File: src/rtl/ih_pkg.sv
package ih_pkg;

  localparam int CLS_W = 4;

  typedef enum logic [CLS_W-1:0] {
    IC_ARITH  = 4'd0,
    IC_SHIFT  = 4'd1,
    IC_LOAD   = 4'd2,
    IC_STORE  = 4'd3,
    IC_FLOAD  = 4'd4,
    IC_FSTORE = 4'd5,
    IC_BRANCH = 4'd6,
    IC_IMD    = 4'd7,
    IC_HILO   = 4'd8,
    IC_FADD   = 4'd9,
    IC_FMUL   = 4'd10,
    IC_FDIV   = 4'd11,
    IC_CMOV   = 4'd12,
    IC_UNK    = 4'd13
  } iclass_e;

  // resource usage of one instruction
  typedef struct packed {
    logic need_a;
    logic need_b;
    logic flex;
    logic cache;
    logic fp;
    logic single;
    logic branch;
    logic st;
    logic fst;
    logic imd;
    logic hilo;
    logic fdiv;
  } use_t;

  function automatic int cnt_w(input int maxv);
    return (maxv < 2) ? 1 : $clog2(maxv + 1);
  endfunction

  function automatic use_t decode_class(input logic [CLS_W-1:0] c);
    use_t u;
    u = '0;
    case (c)
      IC_ARITH:  u.flex = 1'b1;
      IC_SHIFT:  u.need_a = 1'b1;
      IC_LOAD:   begin u.need_a = 1'b1; u.cache = 1'b1; end
      IC_STORE:  begin u.need_a = 1'b1; u.cache = 1'b1; u.st = 1'b1; end
      IC_FLOAD:  begin u.need_a = 1'b1; u.cache = 1'b1; end
      IC_FSTORE: begin u.need_a = 1'b1; u.cache = 1'b1; u.fst = 1'b1; end
      IC_BRANCH: begin u.need_b = 1'b1; u.branch = 1'b1; end
      IC_IMD:    begin u.need_b = 1'b1; u.imd = 1'b1; end
      IC_HILO:   begin u.need_b = 1'b1; u.hilo = 1'b1; end
      IC_FADD:   u.fp = 1'b1;
      IC_FMUL:   u.fp = 1'b1;
      IC_FDIV:   begin u.fp = 1'b1; u.fdiv = 1'b1; end
      default:   u.single = 1'b1;
    endcase
    return u;
  endfunction

endpackage

File: src/rtl/ih_slot_decode.sv
module ih_slot_decode
  import ih_pkg::*;
(
  input  logic [CLS_W-1:0] cls,
  output use_t             use_o
);

  always_comb use_o = decode_class(cls);

endmodule

File: src/rtl/ih_pair_check.sv
module ih_pair_check (
  input  logic [1:0] need_a,
  input  logic [1:0] need_b,
  input  logic [1:0] flex,
  input  logic [1:0] cache,
  input  logic [1:0] fp,
  output logic       fit
);

  logic [1:0] a_cnt, b_cnt, f_cnt;
  logic [2:0] int_cnt;

  always_comb begin
    a_cnt   = {1'b0, need_a[0]} + {1'b0, need_a[1]};
    b_cnt   = {1'b0, need_b[0]} + {1'b0, need_b[1]};
    f_cnt   = {1'b0, flex[0]} + {1'b0, flex[1]};
    int_cnt = {1'b0, a_cnt} + {1'b0, b_cnt} + {1'b0, f_cnt};
    fit = (a_cnt <= 2'd1) && (b_cnt <= 2'd1) && (int_cnt <= 3'd2)
          && !(&cache) && !(&fp);
  end

endmodule

File: src/rtl/ih_hold_timer.sv
module ih_hold_timer #(
  parameter int MAXV = 2,
  localparam int W = ih_pkg::cnt_w(MAXV)
) (
  input  logic         clk,
  input  logic         rst,
  input  logic         load,
  input  logic [W-1:0] load_val,
  output logic         busy
);

  logic [W-1:0] cnt;

  always_ff @(posedge clk) begin
    if (rst)             cnt <= '0;
    else if (load)       cnt <= load_val;
    else if (cnt != '0)  cnt <= cnt - 1'b1;
  end

  assign busy = (cnt != '0);

  // an occupant is only loaded once the unit has drained
  assert_load_when_idle_R10: assert property (@(posedge clk) disable iff (rst)
    load |-> !busy);

  // occupancy counts down one per cycle
  assert_count_down_R11: assert property (@(posedge clk) disable iff (rst)
    (busy && !load) |=> (cnt == W'($past(cnt) - 1'b1)));

endmodule

File: src/rtl/issue_pair_arbiter.sv
module issue_pair_arbiter
  import ih_pkg::*;
#(
  parameter int ST_EXTRA   = 1,
  parameter int FST_EXTRA  = 2,
  parameter int IMD_HOLD   = 7,
  parameter int HILO_HOLD  = 3,
  parameter int FDIV_HOLD  = 17
) (
  input  logic             clk,
  input  logic             rst,
  input  logic             op0_valid,
  input  logic [CLS_W-1:0] op0_class,
  input  logic             op1_valid,
  input  logic [CLS_W-1:0] op1_class,
  output logic             op0_grant,
  output logic             op1_grant
);

  localparam int CMAX = (FST_EXTRA > ST_EXTRA) ? FST_EXTRA : ST_EXTRA;
  localparam int MMAX = (IMD_HOLD > HILO_HOLD) ? IMD_HOLD : HILO_HOLD;
  localparam int CW = cnt_w(CMAX);
  localparam int MW = cnt_w(MMAX);
  localparam int FW = cnt_w(FDIV_HOLD);

  use_t       u [2];
  logic [1:0] blocked;
  logic       pair_fit;
  logic       go0, go1;
  logic       cache_busy, md_busy, fd_busy;

  logic [CLS_W-1:0] cls [2];
  assign cls[0] = op0_class;
  assign cls[1] = op1_class;

  for (genvar i = 0; i < 2; i++) begin : g_slot
    ih_slot_decode u_dec (.cls(cls[i]), .use_o(u[i]));
    always_comb
      blocked[i] = (u[i].cache & cache_busy)
                 | ((u[i].imd | u[i].hilo) & md_busy)
                 | (u[i].fdiv & fd_busy);
  end

  ih_pair_check u_pair (
    .need_a ({u[1].need_a, u[0].need_a}),
    .need_b ({u[1].need_b, u[0].need_b}),
    .flex   ({u[1].flex,   u[0].flex}),
    .cache  ({u[1].cache,  u[0].cache}),
    .fp     ({u[1].fp,     u[0].fp}),
    .fit    (pair_fit)
  );

  always_comb begin
    go0 = op0_valid & ~blocked[0];
    go1 = go0 & op1_valid & ~blocked[1] & ~u[0].single & ~u[1].single
        & ~u[0].branch & pair_fit;
  end

  assign op0_grant = go0;
  assign op1_grant = go1;

  // occupancy loads
  logic          c_ld, m_ld, f_ld;
  logic [CW-1:0] c_val;
  logic [MW-1:0] m_val;
  logic [FW-1:0] f_val;
  logic          st_go, fst_go, imd_go, hilo_go, fdiv_go, mem_go;

  always_comb begin
    st_go   = (go0 & u[0].st)   | (go1 & u[1].st);
    fst_go  = (go0 & u[0].fst)  | (go1 & u[1].fst);
    imd_go  = (go0 & u[0].imd)  | (go1 & u[1].imd);
    hilo_go = (go0 & u[0].hilo) | (go1 & u[1].hilo);
    fdiv_go = (go0 & u[0].fdiv) | (go1 & u[1].fdiv);
    mem_go  = (go0 & u[0].cache) | (go1 & u[1].cache);
    c_ld  = st_go | fst_go;
    c_val = fst_go ? CW'(FST_EXTRA) : CW'(ST_EXTRA);
    m_ld  = imd_go | hilo_go;
    m_val = imd_go ? MW'(IMD_HOLD - 1) : MW'(HILO_HOLD - 1);
    f_ld  = fdiv_go;
    f_val = FW'(FDIV_HOLD - 1);
  end

  ih_hold_timer #(.MAXV(CMAX)) u_cache_t (
    .clk(clk), .rst(rst), .load(c_ld), .load_val(c_val), .busy(cache_busy));
  ih_hold_timer #(.MAXV(MMAX)) u_md_t (
    .clk(clk), .rst(rst), .load(m_ld), .load_val(m_val), .busy(md_busy));
  ih_hold_timer #(.MAXV(FDIV_HOLD)) u_fd_t (
    .clk(clk), .rst(rst), .load(f_ld), .load_val(f_val), .busy(fd_busy));

  assert_in_order_R2: assert property (@(posedge clk) disable iff (rst)
    op1_grant |-> op0_grant);

  assert_one_pipe_a_R3: assert property (@(posedge clk) disable iff (rst)
    op1_grant |-> !(u[0].need_a && u[1].need_a));

  assert_one_pipe_b_R4: assert property (@(posedge clk) disable iff (rst)
    op1_grant |-> !(u[0].need_b && u[1].need_b));

  assert_one_cache_R5: assert property (@(posedge clk) disable iff (rst)
    op1_grant |-> !(u[0].cache && u[1].cache));

  assert_store_hold_R6: assert property (@(posedge clk) disable iff (rst)
    (st_go && ST_EXTRA > 0) |=> !mem_go);

  assert_solo_R7: assert property (@(posedge clk) disable iff (rst)
    (op0_grant && u[0].single) |-> !op1_grant);

  assert_branch_closes_R8: assert property (@(posedge clk) disable iff (rst)
    (op0_grant && u[0].branch) |-> !op1_grant);

  assert_young_branch_R8: assert property (@(posedge clk) disable iff (rst)
    (op1_grant && u[1].branch) |-> !u[0].branch);

  assert_fp_excl_R9: assert property (@(posedge clk) disable iff (rst)
    op1_grant |-> !(u[0].fp && u[1].fp));

  assert_md_hold_R10: assert property (@(posedge clk) disable iff (rst)
    (imd_go && IMD_HOLD > 1) |=> !(op0_grant && (u[0].imd || u[0].hilo)));

  assert_fdiv_hold_R11: assert property (@(posedge clk) disable iff (rst)
    (fdiv_go && FDIV_HOLD > 1) |=> !(op0_grant && u[0].fdiv));

endmodule

File: config.mk
export PLATFORM = sky130hd
export DESIGN_NAME = issue_pair_arbiter
export DESIGN_NICKNAME = d
export VERILOG_FILES = /design/src/rtl/ih_pkg.sv /design/src/rtl/ih_slot_decode.sv /design/src/rtl/ih_pair_check.sv /design/src/rtl/ih_hold_timer.sv /design/src/rtl/issue_pair_arbiter.sv
export SDC_FILE = /design/constraint.sdc
export NUM_CORES = 1
export LEC_CHECK = 0
export BUFFER_PORTS_ARGS = -buffer_cell sky130_fd_sc_hd__buf_2
export CORE_AREA = 2 2 48 61
export CTS_BUF_LIST = sky130_fd_sc_hd__clkbuf_4 sky130_fd_sc_hd__clkbuf_8 sky130_fd_sc_hd__clkbuf_16
export DETAILED_ROUTE_END_ITERATION = 6
export DIE_AREA = 0 0 50 63
export GPL_ROUTABILITY_DRIVEN = 0
export PLACE_DENSITY = 0.66
export SYNTH_ARGS = -nofsm -noshare
export SYNTH_HDL_FRONTEND = slang
export SYNTH_SLANG_ARGS = --single-unit
File: constraint.sdc
create_clock -name clk -period 4.2 [get_ports clk]
set_input_delay 0.63 -clock clk [delete_from_list [all_inputs] [get_ports clk]]
set_output_delay 0.63 -clock clk [all_outputs]
set_load 0.1 [all_outputs]
---- After elaboration in Yosys (flattened, before gate mapping) ----
Cells that the tools add are included.
W data, S select, Z words.
storage, ports and cells
  bits in registers ....................... 10
  input bits .............................. 12
  output and inout port bits .............. 2
  logic and storage cells ................. 132
operators by class
  add/sub/neg operators ................... 8
  order comparisons ....................... 3
  eq/ne operators ......................... 22
  muxes and demuxes ....................... 29
  bitwise operators ....................... 39
  reductions and logical operators ........ 27
operators with widths
  operator               number
  $eq A4 B3 Y1 const B   8
  $eq A4 B4 Y1 const B   8
  $reduce_or A12 Y1      2
  $and A1 B1 Y1          23
  $mux W1                21
  $eq A4 B2 Y1 const B   4
  $or A1 B1 Y1           13
  $reduce_or A3 Y1       4
  $mux W5                2
  $reduce_or A5 Y1       2
  $mux W3                3
  $eq A4 B1 Y1 const B   2
  $logic_not A4 Y1       2
  $reduce_bool A2 Y1     4
  $reduce_or A4 Y1       2
  $add A1 B1 Y2          3
  $mux W2                3
  $reduce_bool A5 Y1     1
  $sub A5 B1 Y5 const B  1
  $le A2 B1 Y1 const B   2
  $logic_and A1 B1 Y1    4
  $reduce_and A2 Y1      2
  $add A2 B2 Y3          1
  $add A3 B2 Y3          1
  other kinds (7)        10

---- Depth between registers and ports, before layout ----
  word-level depth ........................ 18
  gate-level depth with buffers ........... 13
  gate-level depth less buffers ........... 12

---- By module ----
From an unflattened synthesis, not the netlist that was laid out.
unflattened totals
  cell total of the unflattened synthesis .. 155
  area, all modules ....................... 1237.4 um^2
by module, submodules not included
  module                     instances  cells an instance  area each (um^2)  sequential area each (um^2)
  ih_hold_timer (u_fd_t)     1          34                 284.0             100.1
  ih_slot_decode             2          21                 140.1             0.0
  ih_hold_timer (u_md_t)     1          21                 202.7             60.1
  issue_pair_arbiter         1          29                 186.4             0.0
  ih_pair_check              1          16                 157.7             0.0
  ih_hold_timer (u_cache_t)  1          13                 126.4             40.0

---- Least setup slack after synthesis ----
No wires, ideal clock.
  path type ............................... input to output
  start point ............................. input port op0_class[1]
  end point ............................... output port op1_grant
  data arrival time ....................... 4.677 ns
  data required time ...................... 3.570 ns
  setup slack ............................. -1.107 ns
  cell stages on the path ................. 12
  buffers on the path ..................... 1
  cell sequence ........................... buf_2 -> nor3_1 -> a211oi_1 -> ha_1 -> fa_1 -> ha_1 -> inv_1 -> fa_1 -> o2111ai_1 -> nor3_2 -> o211ai_1 -> a21oi_1
on the way
  cells in the longest elaborated chain, start to end .. 14
  elaborated cells between the ends (all ways) .. 57
  classes of those cells .................. 5 x add/sub; 3 x order compare; 11 x eq/ne; 9 x mux; 15 x bitwise; 14 x reduce/logical
ends and longest elaborated chain
  item                                                    RTL line                  source
  start: declaration                                      issue_pair_arbiter.sv:13  input logic [CLS_W-1:0] op0_class,
  branches (longest 13 deep; another with $add A2 B2 Y3)  --
  $and A1 B1 Y1 *                                         issue_pair_arbiter.sv:56  & ~u[0].branch & pair_fit;
  end: declaration                                        issue_pair_arbiter.sv:17  output logic op1_grant
Every way passes the cells marked *.

---- Final worst setup path ----
  start point ............................. input port op0_class[0]
  end point ............................... output port op1_grant
The elaborated chain is that of the path after synthesis.

==> out/results.ini <==
[run_status]
status=finished clean

[power]
combPwrFrac_pct=63.5
p_seq_share_pct=26.5
ir_drop_mv=0.212
leakage_nw=0.550
p_clk_share_pct=10.0
p_per_area_nw_per_um2=498
p_sw_w=0.000312
intPower_w=0.000359
power_w=0.000672
p_sw_share_pct=46.5

[timing]
period_share_pct=96.6
relSlewSlack_pct=65.3
rsz0062_at_grt=false
worst_clock_skew_ps=1.25
worst_pin_slew_ps=519
fmax_ghz=0.246
period_minus_slack_ps=4060
hold_viol=0
setup_tns_ps=0
finalSetupViolations=0
slew_violations=0

[global_route]
grt_max_degree=15
grtUsageMet2_pct=32.9
grt_pass1_wl_mm=4.46
grt_pass1_vias=1033
gr-usage-met1_pct=19.5
antenna_found_initial=0
gr-total-overflow=0
grt_use_total_pct=18.1
busiest_layer=met2
gr-usage-met3_pct=1.44

[worst_setup_path]
crit_required_ps=3570
crit_type=input pin to primary output
reg2reg_slack_ps=2180
startpoint_type=input pin
cp_data_arrival_time_ps=3430
endpoint_kind=primary output
crit_fanout=9

[die]
die_w_um=50
io_pins=14
fp.coreArea_um2=2600
die_y_um=63
die-area_um2=3150
num_rows=21
start_util_pct=42.7

[logic_synthesis]
ys.flop_type=dfxtp_1
synth_edf_count=0
yosysUniqueCellTypes=46
avgSynthCellArea_um2=8.42
syn_nets=156
syn_inst=132
yosys_warnings=0
syn_area_um2=1110
synthArstFlopShare_pct=0
yosysSeqAreaShare_pct=18.0
ys_ff_latch=10

[drt]
drt-vias-per-instance=5.78
drt-initial-drc-count=24
ant_nets=0
totalWireLength_mm=2.62
routedWlPerCell_um=14.6
firstDrtPassIters=4
drc=0
vias=1034

[cells_and_area]
fin_nets=171
num_antenna_cells=0
fillers=244
syn_to_final_growth_pct=21.3
drive_above_1_share_pct=27.6

[worst_hold_path]
hp-class=flip-flop to flip-flop

[clock_network]
clockBufferDepth=2
cts_buffers=3
ctsRootBufferMaster=clkbuf_4
worst_skew_pair.late_latency_ps=270
htree_levels=1
cts_sinks=10
cts_tree=yes
clk_pin_slew_ps=60

[placed_design]
port_buffers=13
dp_hpwl_mm=2.12

[flow_run]
drv_cap=0

-- layout by cell type (no fill, tap or decap), types with 2 or more instances in the layout --
cell | netlist | routed
buf_4 | 0 | 3
xnor2_1 | 4 | 4
or4bb_1 | 2 | 2
o21ai_0 | 6 | 6
nand4b_1 | 2 | 2
a21oi_4 | 1 | 2
and4_1 | 2 | 2
dfxtp_1 | 10 | 10
nand4_1 | 2 | 2
xor2_1 | 2 | 2
buf_12 | 0 | 3
buf_2 | 4 | 8
nand2_1 | 5 | 5
ha_1 | 10 | 10
and3_1 | 3 | 3
nor2b_1 | 4 | 4
nor3_1 | 5 | 3
nor2_1 | 10 | 10
nor4_1 | 2 | 2
a211oi_2 | 2 | 4
inv_1 | 12 | 12
a21oi_1 | 8 | 7
nor3_2 | 2 | 3
nand3_1 | 3 | 3
a21o_1 | 3 | 3
clkbuf_4 | 0 | 4
a31oi_1 | 2 | 2
-- what timing repair did --
item / 4_1_cts / 5_1_grt
resized for setup: 0 / 14
buffers inserted: 0 / 2
setup endpoints to repair: 0 / 1
hold buffers: 0 / 0
-- final timing paths --
check                start                to  cells after the start
max           op0_class[0]         op1_grant                     13
min          u_fd_t.cnt[1]     u_fd_t.cnt[1]                      2
min reg2reg  u_fd_t.cnt[1]     u_fd_t.cnt[1]                      2
max reg2reg  u_fd_t.cnt[0]  u_cache_t.cnt[1]                      7
-- stage by stage --
step           util [%]  hold WS [ps]  area [um^2]  setup WS (ps)  instances
5_1_grt            51.8           609         1350           3.80        179
3_3_place_gp       48.9           560         1270           83.5        174
2_1_floorplan         -           524         1190           12.9        132
3_5_place_dp       48.9           575         1270           21.8        174
4_1_cts            49.7           584         1290           25.3        177
6_report           51.8           591         1350            143        179
-- state kept, by name (all words and copies together), names as in the netlist --
| signal | flops |
|---|---|
| u_cache_t.cnt | 2 |
| u_fd_t.cnt | 5 |
| u_md_t.cnt | 3 |
-- kinds of logic (layout without fill, tap and decap cells) --
family,count (synthesis),in the layout,synth area share [%]
AO/OA/AOI/OAI,31,31,20.4
XOR/XNOR,7,7,6.19
adder cells (fa/ha/maj),12,12,14.9
buffers and inverters,18,31,6.53
flip-flops,10,10,18.0
multiplexers,1,1,0.901
AND/OR/NAND/NOR,53,53,33.1
-- metal layers --
layer | part of all wire [%] | up-vias
met5 | 0 | -
met4 | 3.1 | 0
met3 | 2.7 | 7
met2 | 56 | 23
met1 | 39 | 491
li1 | - | 513
-- worst max-delay path: stages --
cell       delay (ps)
buf_6             100
nor3_2             50
a211oi_2          270
ha_1              290
fa_1              490
ha_1              130
inv_1              50
fa_2              550
o2111ai_4         150
nor3_4            200
o211ai_1          150
a21oi_4           170
buf_12            190
-- power groups by stage --
stage                     Combinational [W]  Clock [W]  Sequential [W]
after floorplan                    0.000339          0        0.000173
after global placement             0.000404          0        0.000178
after detailed placement           0.000422          0        0.000180
after CTS                          0.000424  0.0000660        0.000178
after global routing               0.000479  0.0000712        0.000184
final                              0.000426  0.0000673        0.000178
-- cell type report --
type / count / area, um^2 / area share, %
Clock buffer: 3 / 22.5 / 1.67
Timing Repair Buffer: 16 / 141 / 10.5
Multi-Input combinational cell: 104 / 896 / 66.5
Inverter: 12 / 45.0 / 3.34
Sequential cell: 10 / 200 / 14.9
Tap cell: 34 / 42.5 / 3.16
-- cell usage after synthesis, drive strengths merged (2+ instances only) --
library cell	n	area share, %
a211oi	5	4.3
a21o	3	2.0
a21oi	9	5.1
a31oi	2	1.1
and3	3	1.7
and4	2	1.6
buf	4	1.8
clkbuf	2	0.68
dfxtp	10	18
fa	2	3.6
ha	10	11
inv	12	4.1
nand2	5	1.7
nand3	3	1.4
nand4	3	2.3
nand4b	2	1.6
nor2	11	4.4
nor2b	4	2.3
nor3	7	4.1
nor4	2	1.1
nor4b	2	3.5
o21ai	6	2.7
or4bb	2	2.0
xnor2	5	4.6
xor2	2	1.6
No activity file was read; power rests on OpenSTA's default activity.
